--- config.mk ---
export PLATFORM = sky130hd
export DESIGN_NAME = tiler_view_agen
export DESIGN_NICKNAME = d
export VERILOG_FILES = /design/src/rtl/tiler_view_pkg.sv /design/src/rtl/tva_coord_stage.sv /design/src/rtl/tva_compose_stage.sv /design/src/rtl/tiler_view_agen.sv
export SDC_FILE = /design/constraint.sdc
export NUM_CORES = 1
export LEC_CHECK = 0
export ABC_CLOCK_PERIOD_IN_PS = 2300
export BUFFER_PORTS_ARGS = -buffer_cell sky130_fd_sc_hd__clkbuf_2
export CORE_ASPECT_RATIO = 1.2
export CORE_MARGIN = 5
export CORE_UTILIZATION = 45
export DETAILED_ROUTE_END_ITERATION = 10
export PLACE_DENSITY = 0.78
export SYNTH_ARGS = -nofsm -noshare
export SYNTH_HDL_FRONTEND = slang
export SYNTH_HIERARCHICAL = 1
export SYNTH_SLANG_ARGS = --single-unit
--- constraint.sdc ---
create_clock -name clk -period 2.3 [get_ports clk]
set_clock_uncertainty 0.1 [all_clocks]
set_input_delay 0.345 -clock clk [delete_from_list [all_inputs] [get_ports clk]]
set_output_delay 0.345 -clock clk [all_outputs]
set_load 0.01 [all_outputs]
--- src/rtl/tiler_view_pkg.sv ---
package tiler_view_pkg;

    localparam int FMT_N = 4;

    typedef enum logic [1:0] {
        TV_FMT_8    = 2'd0,
        TV_FMT_16   = 2'd1,
        TV_FMT_32   = 2'd2,
        TV_FMT_PAGE = 2'd3
    } tv_fmt_e;

    typedef struct packed {
        logic swap;
        logic xinv;
        logic yinv;
    } tv_orient_t;

    // unused X coordinate bits for a format
    function automatic int fmt_xshift(input int f, input int slot_w_bits);
        case (f)
            0, 1:    return 0;
            2:       return 1;
            default: return slot_w_bits;
        endcase
    endfunction

    // unused Y coordinate bits for a format
    function automatic int fmt_yshift(input int f, input int slot_h_bits);
        case (f)
            0:       return 0;
            1, 2:    return 1;
            default: return slot_h_bits;
        endcase
    endfunction

endpackage

--- src/rtl/tva_coord_stage.sv ---
module tva_coord_stage
    import tiler_view_pkg::*;
#(
    parameter int CW_BITS = 14,
    parameter int CH_BITS = 13,
    parameter int SW_BITS = 6,
    parameter int SH_BITS = 5,
    parameter int COORD_W = 16
) (
    input  logic               clk,
    input  logic               rst_n,
    input  logic               in_valid,
    input  logic [1:0]         in_fmt,
    input  logic [2:0]         in_orient,
    input  logic [COORD_W-1:0] in_x,
    input  logic [COORD_W-1:0] in_y,
    output logic               s1_valid,
    output logic [1:0]         s1_fmt,
    output tv_orient_t         s1_orient,
    output logic [CW_BITS-1:0] s1_x,
    output logic [CH_BITS-1:0] s1_y,
    output logic               s1_err
);

    logic [CW_BITS-1:0] xmask_f [FMT_N];
    logic [CH_BITS-1:0] ymask_f [FMT_N];

    for (genvar f = 0; f < FMT_N; f++) begin : g_mask
        localparam int XS = fmt_xshift(f, SW_BITS);
        localparam int YS = fmt_yshift(f, SH_BITS);
        assign xmask_f[f] = {CW_BITS{1'b1}} >> XS;
        assign ymask_f[f] = {CH_BITS{1'b1}} >> YS;
    end

    tv_orient_t         orient_in;
    logic [CW_BITS-1:0] xm;
    logic [CH_BITS-1:0] ym;
    logic               range_bad;
    logic [CW_BITS-1:0] x_adj;
    logic [CH_BITS-1:0] y_adj;

    always_comb begin
        orient_in = tv_orient_t'(in_orient);
        xm        = xmask_f[in_fmt];
        ym        = ymask_f[in_fmt];
        range_bad = (32'(in_x) > 32'(xm)) || (32'(in_y) > 32'(ym));
        x_adj     = in_x[CW_BITS-1:0] ^ (orient_in.xinv ? xm : '0);
        y_adj     = in_y[CH_BITS-1:0] ^ (orient_in.yinv ? ym : '0);
    end

    always_ff @(posedge clk) begin
        if (!rst_n) begin
            s1_valid  <= 1'b0;
            s1_fmt    <= '0;
            s1_orient <= '0;
            s1_x      <= '0;
            s1_y      <= '0;
            s1_err    <= 1'b0;
        end else begin
            s1_valid <= in_valid;
            if (in_valid) begin
                s1_fmt    <= in_fmt;
                s1_orient <= orient_in;
                s1_x      <= x_adj;
                s1_y      <= y_adj;
                s1_err    <= range_bad;
            end
        end
    end

    // a staged in-range coordinate never exceeds its format mask
    p_staged_in_mask_r4: assert property (@(posedge clk) disable iff (!rst_n)
        (s1_valid && !s1_err) |-> ((s1_x <= xmask_f[s1_fmt]) && (s1_y <= ymask_f[s1_fmt])));

endmodule

--- src/rtl/tva_compose_stage.sv ---
module tva_compose_stage
    import tiler_view_pkg::*;
#(
    parameter int CW_BITS = 14,
    parameter int CH_BITS = 13,
    parameter int SW_BITS = 6,
    parameter int SH_BITS = 5
) (
    input  logic               clk,
    input  logic               rst_n,
    input  logic               s1_valid,
    input  logic [1:0]         s1_fmt,
    input  tv_orient_t         s1_orient,
    input  logic [CW_BITS-1:0] s1_x,
    input  logic [CH_BITS-1:0] s1_y,
    input  logic               s1_err,
    output logic               out_valid,
    output logic [31:0]        out_addr,
    output logic [31:0]        out_stride,
    output logic               out_err
);

    localparam int OFF_W = CW_BITS + CH_BITS;

    logic [OFF_W-1:0] off_f    [FMT_N];
    logic [31:0]      stride_f [FMT_N];

    for (genvar f = 0; f < FMT_N; f++) begin : g_fmt
        localparam int XS = fmt_xshift(f, SW_BITS);
        localparam int YS = fmt_yshift(f, SH_BITS);
        localparam int XB = CW_BITS - XS;
        localparam int YB = CH_BITS - YS;
        logic [OFF_W-1:0] row_major;
        logic [OFF_W-1:0] col_major;
        assign row_major   = OFF_W'({s1_y[YB-1:0], s1_x[XB-1:0]}) << (XS + YS);
        assign col_major   = OFF_W'({s1_x[XB-1:0], s1_y[YB-1:0]}) << (XS + YS);
        assign off_f[f]    = s1_orient.swap ? col_major : row_major;
        assign stride_f[f] = s1_orient.swap ? (32'd1 << (CH_BITS + XS))
                                            : (32'd1 << (CW_BITS + YS));
    end

    logic [31:0] addr_nxt;

    always_comb begin
        if (s1_err)
            addr_nxt = '0;
        else
            addr_nxt = 32'({s1_orient, s1_fmt, off_f[s1_fmt]});
    end

    always_ff @(posedge clk) begin
        if (!rst_n) begin
            out_valid  <= 1'b0;
            out_addr   <= '0;
            out_stride <= '0;
            out_err    <= 1'b0;
        end else begin
            out_valid <= s1_valid;
            if (s1_valid) begin
                out_addr   <= addr_nxt;
                out_stride <= stride_f[s1_fmt];
                out_err    <= s1_err;
            end
        end
    end

    p_err_gives_zero_r3: assert property (@(posedge clk) disable iff (!rst_n)
        (out_valid && out_err) |-> (out_addr == 32'd0));

    p_stride_power_r6: assert property (@(posedge clk) disable iff (!rst_n)
        out_valid |-> ($countones(out_stride) == 1));

    p_hold_idle_r9: assert property (@(posedge clk) disable iff (!rst_n)
        !s1_valid |=> ($stable(out_addr) && $stable(out_stride) && $stable(out_err)));

endmodule

--- src/rtl/tiler_view_agen.sv ---
module tiler_view_agen
    import tiler_view_pkg::*;
#(
    parameter int CW_BITS = 14,
    parameter int CH_BITS = 13,
    parameter int SW_BITS = 6,
    parameter int SH_BITS = 5,
    parameter int COORD_W = 16
) (
    input  logic               clk,
    input  logic               rst_n,
    input  logic               in_valid,
    input  logic [1:0]         in_fmt,
    input  logic [2:0]         in_orient,
    input  logic [COORD_W-1:0] in_x,
    input  logic [COORD_W-1:0] in_y,
    output logic               out_valid,
    output logic [31:0]        out_addr,
    output logic [31:0]        out_stride,
    output logic               out_err
);

    logic               s1_valid;
    logic [1:0]         s1_fmt;
    tv_orient_t         s1_orient;
    logic [CW_BITS-1:0] s1_x;
    logic [CH_BITS-1:0] s1_y;
    logic               s1_err;

    tva_coord_stage #(
        .CW_BITS(CW_BITS), .CH_BITS(CH_BITS),
        .SW_BITS(SW_BITS), .SH_BITS(SH_BITS), .COORD_W(COORD_W)
    ) u_coord (
        .clk(clk), .rst_n(rst_n),
        .in_valid(in_valid), .in_fmt(in_fmt), .in_orient(in_orient),
        .in_x(in_x), .in_y(in_y),
        .s1_valid(s1_valid), .s1_fmt(s1_fmt), .s1_orient(s1_orient),
        .s1_x(s1_x), .s1_y(s1_y), .s1_err(s1_err)
    );

    tva_compose_stage #(
        .CW_BITS(CW_BITS), .CH_BITS(CH_BITS),
        .SW_BITS(SW_BITS), .SH_BITS(SH_BITS)
    ) u_compose (
        .clk(clk), .rst_n(rst_n),
        .s1_valid(s1_valid), .s1_fmt(s1_fmt), .s1_orient(s1_orient),
        .s1_x(s1_x), .s1_y(s1_y), .s1_err(s1_err),
        .out_valid(out_valid), .out_addr(out_addr),
        .out_stride(out_stride), .out_err(out_err)
    );

    p_two_cycle_latency_r7: assert property (@(posedge clk) disable iff (!rst_n)
        out_valid |-> $past(in_valid, 2));

    p_format_field_r1: assert property (@(posedge clk) disable iff (!rst_n)
        (out_valid && !out_err) |-> (out_addr[28:27] == $past(in_fmt, 2)));

    p_view_field_r2: assert property (@(posedge clk) disable iff (!rst_n)
        (out_valid && !out_err) |-> (out_addr[31:29] == $past(in_orient, 2)));

endmodule

==> impl_metrics.ini, run 1 <==
[drt]
detailroute.via_count = 3861
drt-initial-drc-count = 241
drt_drc_violations_left = 0
detail-route-antenna-nets = 0
wl_per_cell_um = 16.52
routed_via_density = 5.563
final_routed_wirelength_um = 11470
drt_pass1_iterations = 5

[pwr]
power_density_mw_per_mm2 = 636.1
net-switching-power_w = 0.0008982
totalPowerFinal_w = 0.003300
clockPowerShare_pct = 39.3
power.static_leakage_nw = 2.272
power.share.switching_pct = 27.22
power.sequential.fraction_pct = 42.7
maximum_vdd_drop_mv = 0.2765
share_comb_of_total_power_pct = 18.0
power.internal_w = 0.002402

[clocking]
cts_made_buffers = 9
cts_hold_buffers = 0
post_cts_resize_count = 0
clk_transition_reported_paths_ps = 50
postCtsSetupRepairBufs = 0
tritoncts_num_sinks = 72
clkLatencyLatePin_ps = 340
root_buffer = sky130_fd_sc_hd__clkbuf_16
ctsLongestPathBuffers = 2
htree_levels = 3
cts_tree = done

[sta]
rel_slew_slack_pct = 59.90
max_clock_freq_ghz = 0.5095
setup_repair_after_global_routing_missed_its_margin = no
report.final.hold_viol_count = 0
min_period_ps = 1963
setup_viol_count_final = 0
fin_crit_sh_pct = 85.33
worstMarginPinSlew_ps = 600.7
totalNegativeSetupSlack_ps = 0
slew_violations = 0

[synth]
synth_edf_count = 0
ys_async_sr_fraction_pct = 0
main_synth_ff_type = sky130_fd_sc_hd__dfxtp_1
synth_sequential_area_ratio_pct = 31.44
synthCells = 498
post_synthesis_cell_area_mm2 = 0.004584
postSynthAreaPerCell_um2 = 9.206
ys_ff_latch = 72
post_synth_num_cell_types = 57
synth.yosys.warnings = 6

[min_path]
hold_path_end = u_coord/s1_orient[2]$_SDFFE_PN0P_
holdPathStages = 3
hold_class = in2reg
startpoint_of_the_most_critical_hold_path = in_orient[2]

[critical_path]
required_ps = 2420
r2r.worst_path.cells = 5
timing.critical_path.slowest_stage_cell = sky130_fd_sc_hd__dfxtp_2
worst-endpoint-arrival_ps = 2090
worstSetupEndpointType = register
worstSetupStartpointType = register
critical-path-max-stage-delay_ps = 530
worst_r2r_startpoint = u_coord/s1_fmt[0]$_SDFFE_PN0P_
path_class = reg2reg
r2r_slack_ps = 340
path_delay_family = flip-flops
rr_endpoint = u_compose/out_addr[10]$_SDFFE_PN0P_
timing.critical_path.cells = buf_4, mux4_2, and2_0, o21ai_0, a21boi_1
cp_num_buf_inv = 1
path_max_fanout = 15

[die]
design.core.area_mm2 = 0.01001
die_area_mm2 = 0.01231
io_pins = 106
initial_core_util_pct = 45.80
die-width_um = 102.1
core.rowCount = 40
floorplan.die.height_um = 120.6

[placement]
gp_routability_congestion = 0.8974
dp_hpwl_um = 8914
place_area_mm2 = 0.004902
numPortBuffers = 77

[finish]
area_growth_syn_to_layout_pct = 13.16
final-seq-area_mm2 = 0.001444
diodes = 0
layout.cells.most_common_list = 77 x sky130_fd_sc_hd__clkbuf_2, 70 x sky130_fd_sc_hd__dfxtp_1, 58 x sky130_fd_sc_hd__nand2_1
mostFrequentLayoutCell = sky130_fd_sc_hd__clkbuf_2
drive_gt1_share_pct = 22.54
fin_util_pct = 51.82
design_area_mm2 = 0.005187
final_nets = 612
multi_input_area_mm2 = 0.002746
nFillCells = 935

[grt]
grt_antenna_before_repair = 0
grt_pass1_vias = 3766
grt_first_pass_wirelength_um = 18410
grt_start_max_net_pins = 62
globalRoute.totalOverflow = 0
groute.usage.overall_pct = 18.93

[run]
timing.max_cap.violations = 0

[status]
status = complete, no violations
[registers in the layout (all words and copies together) (netlist names)]
signal                flops
u_compose/out_addr       32
u_coord/s1_x             14
u_coord/s1_y             13
u_compose/out_stride      4
u_coord/s1_orient         3
u_coord/s1_fmt            2
u_compose/out_err         1
u_compose/out_valid       1
u_coord/s1_err            1
u_coord/s1_valid          1
[stage by stage]
step                      hold slack [ps]  instances  setup slack (ps)
after floorplan                     353.3        525             113.6
after global placement              334.8        678             236.0
after detailed placement            351.0        678             114.5
after CTS                           178.9        694             363.2
after global routing                216.1        694             253.0
final                               183.1        694             337.3
[worst reg2reg max path, cell delays in order, from the launching register on]
cell,delay (ps)
sky130_fd_sc_hd__dfxtp_2,530
sky130_fd_sc_hd__buf_4,300
sky130_fd_sc_hd__mux4_2,510
sky130_fd_sc_hd__and2_0,150
sky130_fd_sc_hd__o21ai_0,170
sky130_fd_sc_hd__a21boi_1,90
[Yosys cell counts, drive strengths merged, types with 12 or more instances]
cell type	number	area [µm²]
nor2b	29	181.4
a21oi	14	70.07
mux2i	38	380.4
dfxtp	72	1441
xnor2	28	245.2
nor2	12	45.04
o211a	27	270.3
nand2	58	217.7
clkbuf	26	127.6
o21ai	14	70.06
buf	43	344.1
a21boi	13	97.59
[layer usage]
layer	wire [µm]	global-route usage, %	up-vias
met5	0	0	-
met4	492	10.91	0
met3	772	3.693	39
met2	5200	28.66	165
met1	5001	24.84	1795
li1	-	-	1862
[kinds of logic (layout without fill, tap and decap cells)]
| group | after synthesis | in the layout | synth area share (%) |
|---|---|---|---|
| simple gates | 148 | 148 | 16.57 |
| compound gates | 113 | 113 | 19.05 |
| buf+inv | 76 | 119 | 10.86 |
| flops | 72 | 72 | 31.44 |
| mux | 51 | 51 | 14.19 |
| xor+xnor | 28 | 28 | 5.349 |
| fa+ha+maj | 9 | 9 | 2.456 |
| other cells | 1 | 28 | 0.08180 |
[power by group through the flow]
stage | Clock, W | Combinational, W | Sequential (W)
5_1_grt | 0.00138 | 0.000649 | 0.00142
4_1_cts | 0.00132 | 0.000587 | 0.00141
3_3_place_gp | 0 | 0.000566 | 0.00143
3_5_place_dp | 0 | 0.000585 | 0.00143
6_report | 0.00130 | 0.000593 | 0.00141
2_1_floorplan | 0 | 0.000479 | 0.00140
[layout make-up]
cell class,instances,area share (%)
clock inverter,3,0.2894
sequential,72,27.83
timing repair buffer,96,10.18
tap,126,3.039
clock buffer,13,5.210
inverter,7,0.5065
multi-input combinational,377,52.94
[worst max path at each step]
stage	start	to	cells past startpoint
final	u_coord/s1_fmt[0]$_SDFFE_PN0P_	u_compose/out_addr[10]$_SDFFE_PN0P_	5
after global routing	u_coord/s1_fmt[1]$_SDFFE_PN0P_	u_compose/out_addr[18]$_SDFFE_PN0P_	6
after CTS	u_coord/s1_fmt[0]$_SDFFE_PN0P_	u_compose/out_addr[10]$_SDFFE_PN0P_	5
after detailed placement	in_fmt[1]	u_coord/s1_err$_SDFFE_PN0P_	7
after global placement	in_fmt[0]	u_coord/s1_err$_SDFFE_PN0P_	7
after floorplan	in_fmt[0]	u_coord/s1_err$_SDFFE_PN0P_	7
Note: power is estimated with default switching activity, not from simulation.
==> run 2, diff against run 1 <==
- CORE_MARGIN: 5 -> default
- MAX_ROUTING_LAYER: default -> met4
- PLACE_DENSITY: 0.78 -> 0.69
==> run 2 against run 1 <==
Sequential power about the same. First-iteration DRC count is 16% higher. Flip-flop and latch count did not move. Largest cell class unchanged. Largest power group unchanged.
==> impl_metrics.ini, run 2 (synthesis gave the netlist of run 1 again) <==
[status]
status = complete, no violations

[sta]
min_period_ps = 1998
worstMarginPinSlew_ps = 553.8
fin_worst_hold_slack_ps = 194.1
totalNegativeSetupSlack_ps = 0
worst_slack_ps = 302.3
setup_viol_count_final = 0
max_clock_freq_ghz = 0.5006
report.final.hold_viol_count = 0
setup_repair_after_global_routing_missed_its_margin = no
slew_violations = 0
rel_slew_slack_pct = 63.00
fin_crit_sh_pct = 86.86

[finish]
drive_gt1_share_pct = 21.91
design_area_mm2 = 0.005167
diodes = 0
multi_input_area_mm2 = 0.002746
nFillCells = 964
area_growth_syn_to_layout_pct = 12.72
biggestRegsByFlops = u_compose/out_addr x32, u_coord/s1_x x14, u_coord/s1_y x13
largest-register = u_compose/out_addr
final-seq-area_mm2 = 0.001444
largest_reg_flops = 32
final_nets = 610
mostFrequentLayoutCell = sky130_fd_sc_hd__clkbuf_2
layout.cells.most_common_list = 77 x sky130_fd_sc_hd__clkbuf_2, 70 x sky130_fd_sc_hd__dfxtp_1, 58 x sky130_fd_sc_hd__nand2_1

[grt]
grt_start_max_net_pins = 62
grt_pass1_vias = 3561
groute.usage.overall_pct = 22.80
grt_first_pass_wirelength_um = 18290
grt_antenna_before_repair = 0
globalRoute.totalOverflow = 0

[drt]
drt-initial-drc-count = 280
drt_pass1_iterations = 5
routed_via_density = 5.574
detail-route-antenna-nets = 0
wl_per_cell_um = 16.31
detailroute.via_count = 3857
drt_drc_violations_left = 0
final_routed_wirelength_um = 11290

[pwr]
power.static_leakage_nw = 2.249
power_density_mw_per_mm2 = 627.6
maximum_vdd_drop_mv = 0.2720

[run]
timing.max_cap.violations = 0

[die]
initial_core_util_pct = 46.03
core.rowCount = 40
floorplan.die.height_um = 112.6
design.core.area_mm2 = 0.009960
io_pins = 106
die_area_mm2 = 0.01060
die-width_um = 94.14

[clocking]
cts_made_buffers = 9
postCtsSetupRepairBufs = 0
post_cts_resize_count = 0
clk_transition_reported_paths_ps = 50
clkLatencyLatePin_ps = 330
tritoncts_num_sinks = 72
htree_levels = 3
ctsLongestPathBuffers = 2
cts_tree = done
cts_hold_buffers = 0
root_buffer = sky130_fd_sc_hd__clkbuf_16

[critical_path]
worstSetupEndpointType = register
path_max_fanout = 20
path_class = reg2reg
required_ps = 2470
worst-endpoint-arrival_ps = 2160
worstSetupStartpointType = register

[placement]
place_area_mm2 = 0.004900
dp_hpwl_um = 8565
post-place-ws_ps = 27.13
numPortBuffers = 77
gp_routability_congestion = 0.8934

[min_path]
hold_class = in2reg
run 2: per-stage QoR:
| stage | utilization [%] | power [W] | cells |
|---|---|---|---|
| 3_3_place_gp | 49.20 | 0.002006 | 676 |
| 4_1_cts | 51.88 | 0.003266 | 692 |
| 2_1_floorplan | - | 0.001877 | 525 |
| 6_report | 51.88 | 0.003243 | 692 |
| 5_1_grt | 51.88 | 0.003404 | 692 |
| 3_5_place_dp | 49.20 | 0.002022 | 676 |
run 2: critical path, stage by stage (launching register included):
cell and delay, ps:
sky130_fd_sc_hd__dfxtp_2 440, sky130_fd_sc_hd__buf_4 280, sky130_fd_sc_hd__inv_1 340, sky130_fd_sc_hd__a21boi_0 160
sky130_fd_sc_hd__mux4_2 490, sky130_fd_sc_hd__o21ai_1 120
run 2: worst paths after layout:
path / endpoint / depth (start not counted) / start / slack, ps
worst max-delay path: u_compose/out_addr[19]$_SDFFE_PN0P_ / 5 / u_coord/s1_fmt[0]$_SDFFE_PN0P_ / 300
worst min-delay path: u_coord/s1_orient[2]$_SDFFE_PN0P_ / 3 / in_orient[2] / 190
worst max register to register: u_compose/out_addr[19]$_SDFFE_PN0P_ / 5 / u_coord/s1_fmt[0]$_SDFFE_PN0P_ / 300
worst min register to register: u_compose/out_addr[11]$_SDFFE_PN0P_ / 2 / u_compose/out_addr[11]$_SDFFE_PN0P_ / 340
run 2: routing by layer:
| layer | share of wire, % | track usage [%] | vias up |
|---|---|---|---|
| met2 | 48 | 36.23 | 150 |
| met1 | 44 | 28.64 | 1826 |
| met3 | 5.5 | 4.472 | 17 |
| met4 | 1.8 | 7.795 | 0 |
| met5 | 0 | - | - |
| li1 | - | - | 1864 |
run 2: power breakdown:
part / total [W] / internal (W) / switching, W
Sequential: 0.00142 / 0.00131 / 0.000100
Clock: 0.00124 / 0.000755 / 0.000486
Combinational: 0.000587 / 0.000275 / 0.000312
run 2: area by class of cell:
cell class              count  share of cell area (%)
clock buffers              13                   4.843
clock inverters             3                  0.3390
inverters                   7                  0.5085
multi-input cells         377                   53.15
flip-flops and latches     72                   27.94
well taps                 126                   3.051
repair buffers             94                   10.17
==> run 3, diff against run 2 <==
- CELL_PAD_IN_SITES_DETAIL_PLACEMENT: default -> 0
- CELL_PAD_IN_SITES_GLOBAL_PLACEMENT: default -> 1
- CORE_UTILIZATION: 45 -> 42
- CTS_BUF_LIST: default -> sky130_fd_sc_hd__clkbuf_4
- GPL_TIMING_DRIVEN: default -> 0
- PLACE_DENSITY: 0.69 -> default
- PLACE_DENSITY_LB_ADDON: default -> 0.1
==> run 3 against run 2 <==
Flip-flop and latch count unchanged. Clock power down 39%. Non-clock buffer count up 49. Routed wire length up 16%. Final cell count up 7.5%. Fmax down 4.6%.
==> impl_metrics.ini, run 3 (synthesis gave the netlist of run 1 again) <==
[sta]
totalNegativeSetupSlack_ps = 0
setup_repair_after_global_routing_missed_its_margin = no
max_clock_freq_ghz = 0.4775
report.final.hold_viol_count = 0
worst_slack_ps = 205.9
worstMarginPinSlew_ps = 955.7
slew_violations = 0
fin_crit_sh_pct = 91.05
min_period_ps = 2094
rel_slew_slack_pct = 35.80
setup_viol_count_final = 0

[critical_path]
required_ps = 2500
worst-endpoint-arrival_ps = 2300
path_class = in2reg
worstSetupEndpointType = register
worstSetupStartpointType = primary input
path_max_fanout = 14

[drt]
drt-initial-drc-count = 311
drt_pass1_iterations = 5
routed_via_density = 5.356
detail-route-antenna-nets = 0
detailroute.via_count = 3985
final_routed_wirelength_um = 13040
wl_per_cell_um = 17.53
drt_drc_violations_left = 0

[placement]
numPortBuffers = 76
post-place-ws_ps = -511.9
dp_hpwl_um = 10490
gp_routability_congestion = 0.9328

[grt]
groute.usage.overall_pct = 24.42
grt_antenna_before_repair = 0
grt_use_met3_pct = 3.291
top_usage_layer = met2
grt_first_pass_wirelength_um = 20910
grt_pass1_vias = 3818
use_met1_pct = 29.69
grt_start_max_net_pins = 15
globalRoute.totalOverflow = 0
grt_use_met2_pct = 40.09

[pwr]
power_density_mw_per_mm2 = 529.9
clockPowerShare_pct = 26.8
power.sequential.fraction_pct = 49.5
share_comb_of_total_power_pct = 23.7
power.internal_w = 0.001949
totalPowerFinal_w = 0.002835
power.static_leakage_nw = 2.376
power.share.switching_pct = 31.26
net-switching-power_w = 0.0008863
maximum_vdd_drop_mv = 0.2244

[finish]
largest_reg_flops = 32
largest-register = u_compose/out_addr
final_nets = 659
nFillCells = 1078
mostFrequentLayoutCell = sky130_fd_sc_hd__clkbuf_2
area_growth_syn_to_layout_pct = 16.70
drive_gt1_share_pct = 24.55
diodes = 0
layout.cells.most_common_list = 76 x sky130_fd_sc_hd__clkbuf_2, 72 x sky130_fd_sc_hd__dfxtp_1, 58 x sky130_fd_sc_hd__nand2_1
biggestRegsByFlops = u_compose/out_addr x32, u_coord/s1_x x14, u_coord/s1_y x13

[die]
io_pins = 106
floorplan.die.height_um = 116.5
die-width_um = 97.38
initial_core_util_pct = 43.38
core.rowCount = 41
die_area_mm2 = 0.01134
design.core.area_mm2 = 0.01057

[clocking]
root_buffer = sky130_fd_sc_hd__clkbuf_4
ctsLongestPathBuffers = 2
clk_transition_reported_paths_ps = 110
post_cts_resize_count = 0
clkLatencyLatePin_ps = 420
tritoncts_num_sinks = 72
cts_tree = done
htree_levels = 3
cts_made_buffers = 9

[run]
timing.max_cap.violations = 0

[status]
status = complete, no violations

[min_path]
hold_class = in2reg
[run 3: area by class of cell]
type,instances,area [µm²],share of cell area (%)
Multi-Input combinational cell,377,2746,51.33
Sequential cell,72,1441,26.94
Buffer,67,464.2,8.676
Timing Repair Buffer,76,380.4,7.109
Tap cell,129,161.4,3.017
Clock buffer,9,67.56,1.263
Clock inverter,7,62.56,1.169
Inverter,7,26.28,0.4911
[run 3: worst paths after layout]
check / startpoint / to / slack (ps) / cells after the start
max: in_fmt[1] / u_coord/s1_err$_SDFFE_PN0P_ / 210 / 7
min: in_orient[2] / u_coord/s1_orient[2]$_SDFFE_PN0P_ / 70 / 3
max reg2reg: u_coord/s1_valid$_SDFF_PN0_ / u_compose/out_addr[14]$_SDFFE_PN0P_ / 250 / 5
min reg2reg: u_compose/out_addr[11]$_SDFFE_PN0P_ / u_compose/out_addr[11]$_SDFFE_PN0P_ / 350 / 2
[run 3: worst max-delay path, cell delays in order]
cell,delay [ps]
sky130_fd_sc_hd__clkbuf_2,200
sky130_fd_sc_hd__and2_1,300
sky130_fd_sc_hd__ha_1,320
sky130_fd_sc_hd__nand4bb_1,160
sky130_fd_sc_hd__or4_1,550
sky130_fd_sc_hd__a211oi_1,300
sky130_fd_sc_hd__o32ai_1,110
[run 3: timing repair]
action                                  4_1_cts  5_1_grt
endpoints found under the setup margin        1        1
buffers inserted                              0        0
hold buffers                                  0        0
[run 3: power groups by stage]
stage	clock, W	combinational (W)	sequential [W]
2_1_floorplan	0	0.000479	0.00140
3_3_place_gp	0	0.000661	0.00143
3_5_place_dp	0	0.000668	0.00143
4_1_cts	0.000789	0.000670	0.00140
5_1_grt	0.000847	0.000737	0.00141
6_report	0.000761	0.000672	0.00140
[run 3: through the flow]
stage	cell area (µm²)	util, %	hold slack, ps	std cells
finish	5350	50.63	71.60	744
detailed placement	5228	49.47	336.2	730
global route	5350	50.63	70.73	744
floorplan	4686	-	353.3	525
global placement	5228	49.47	331.5	730
CTS	5354	50.66	47.96	745
[run 3: layer usage]
layer	vias to the layer above	part of all wire (%)
met5	-	0
met4	0	3.2
met3	31	4.6
met2	133	49
met1	1851	43
li1	1970	-
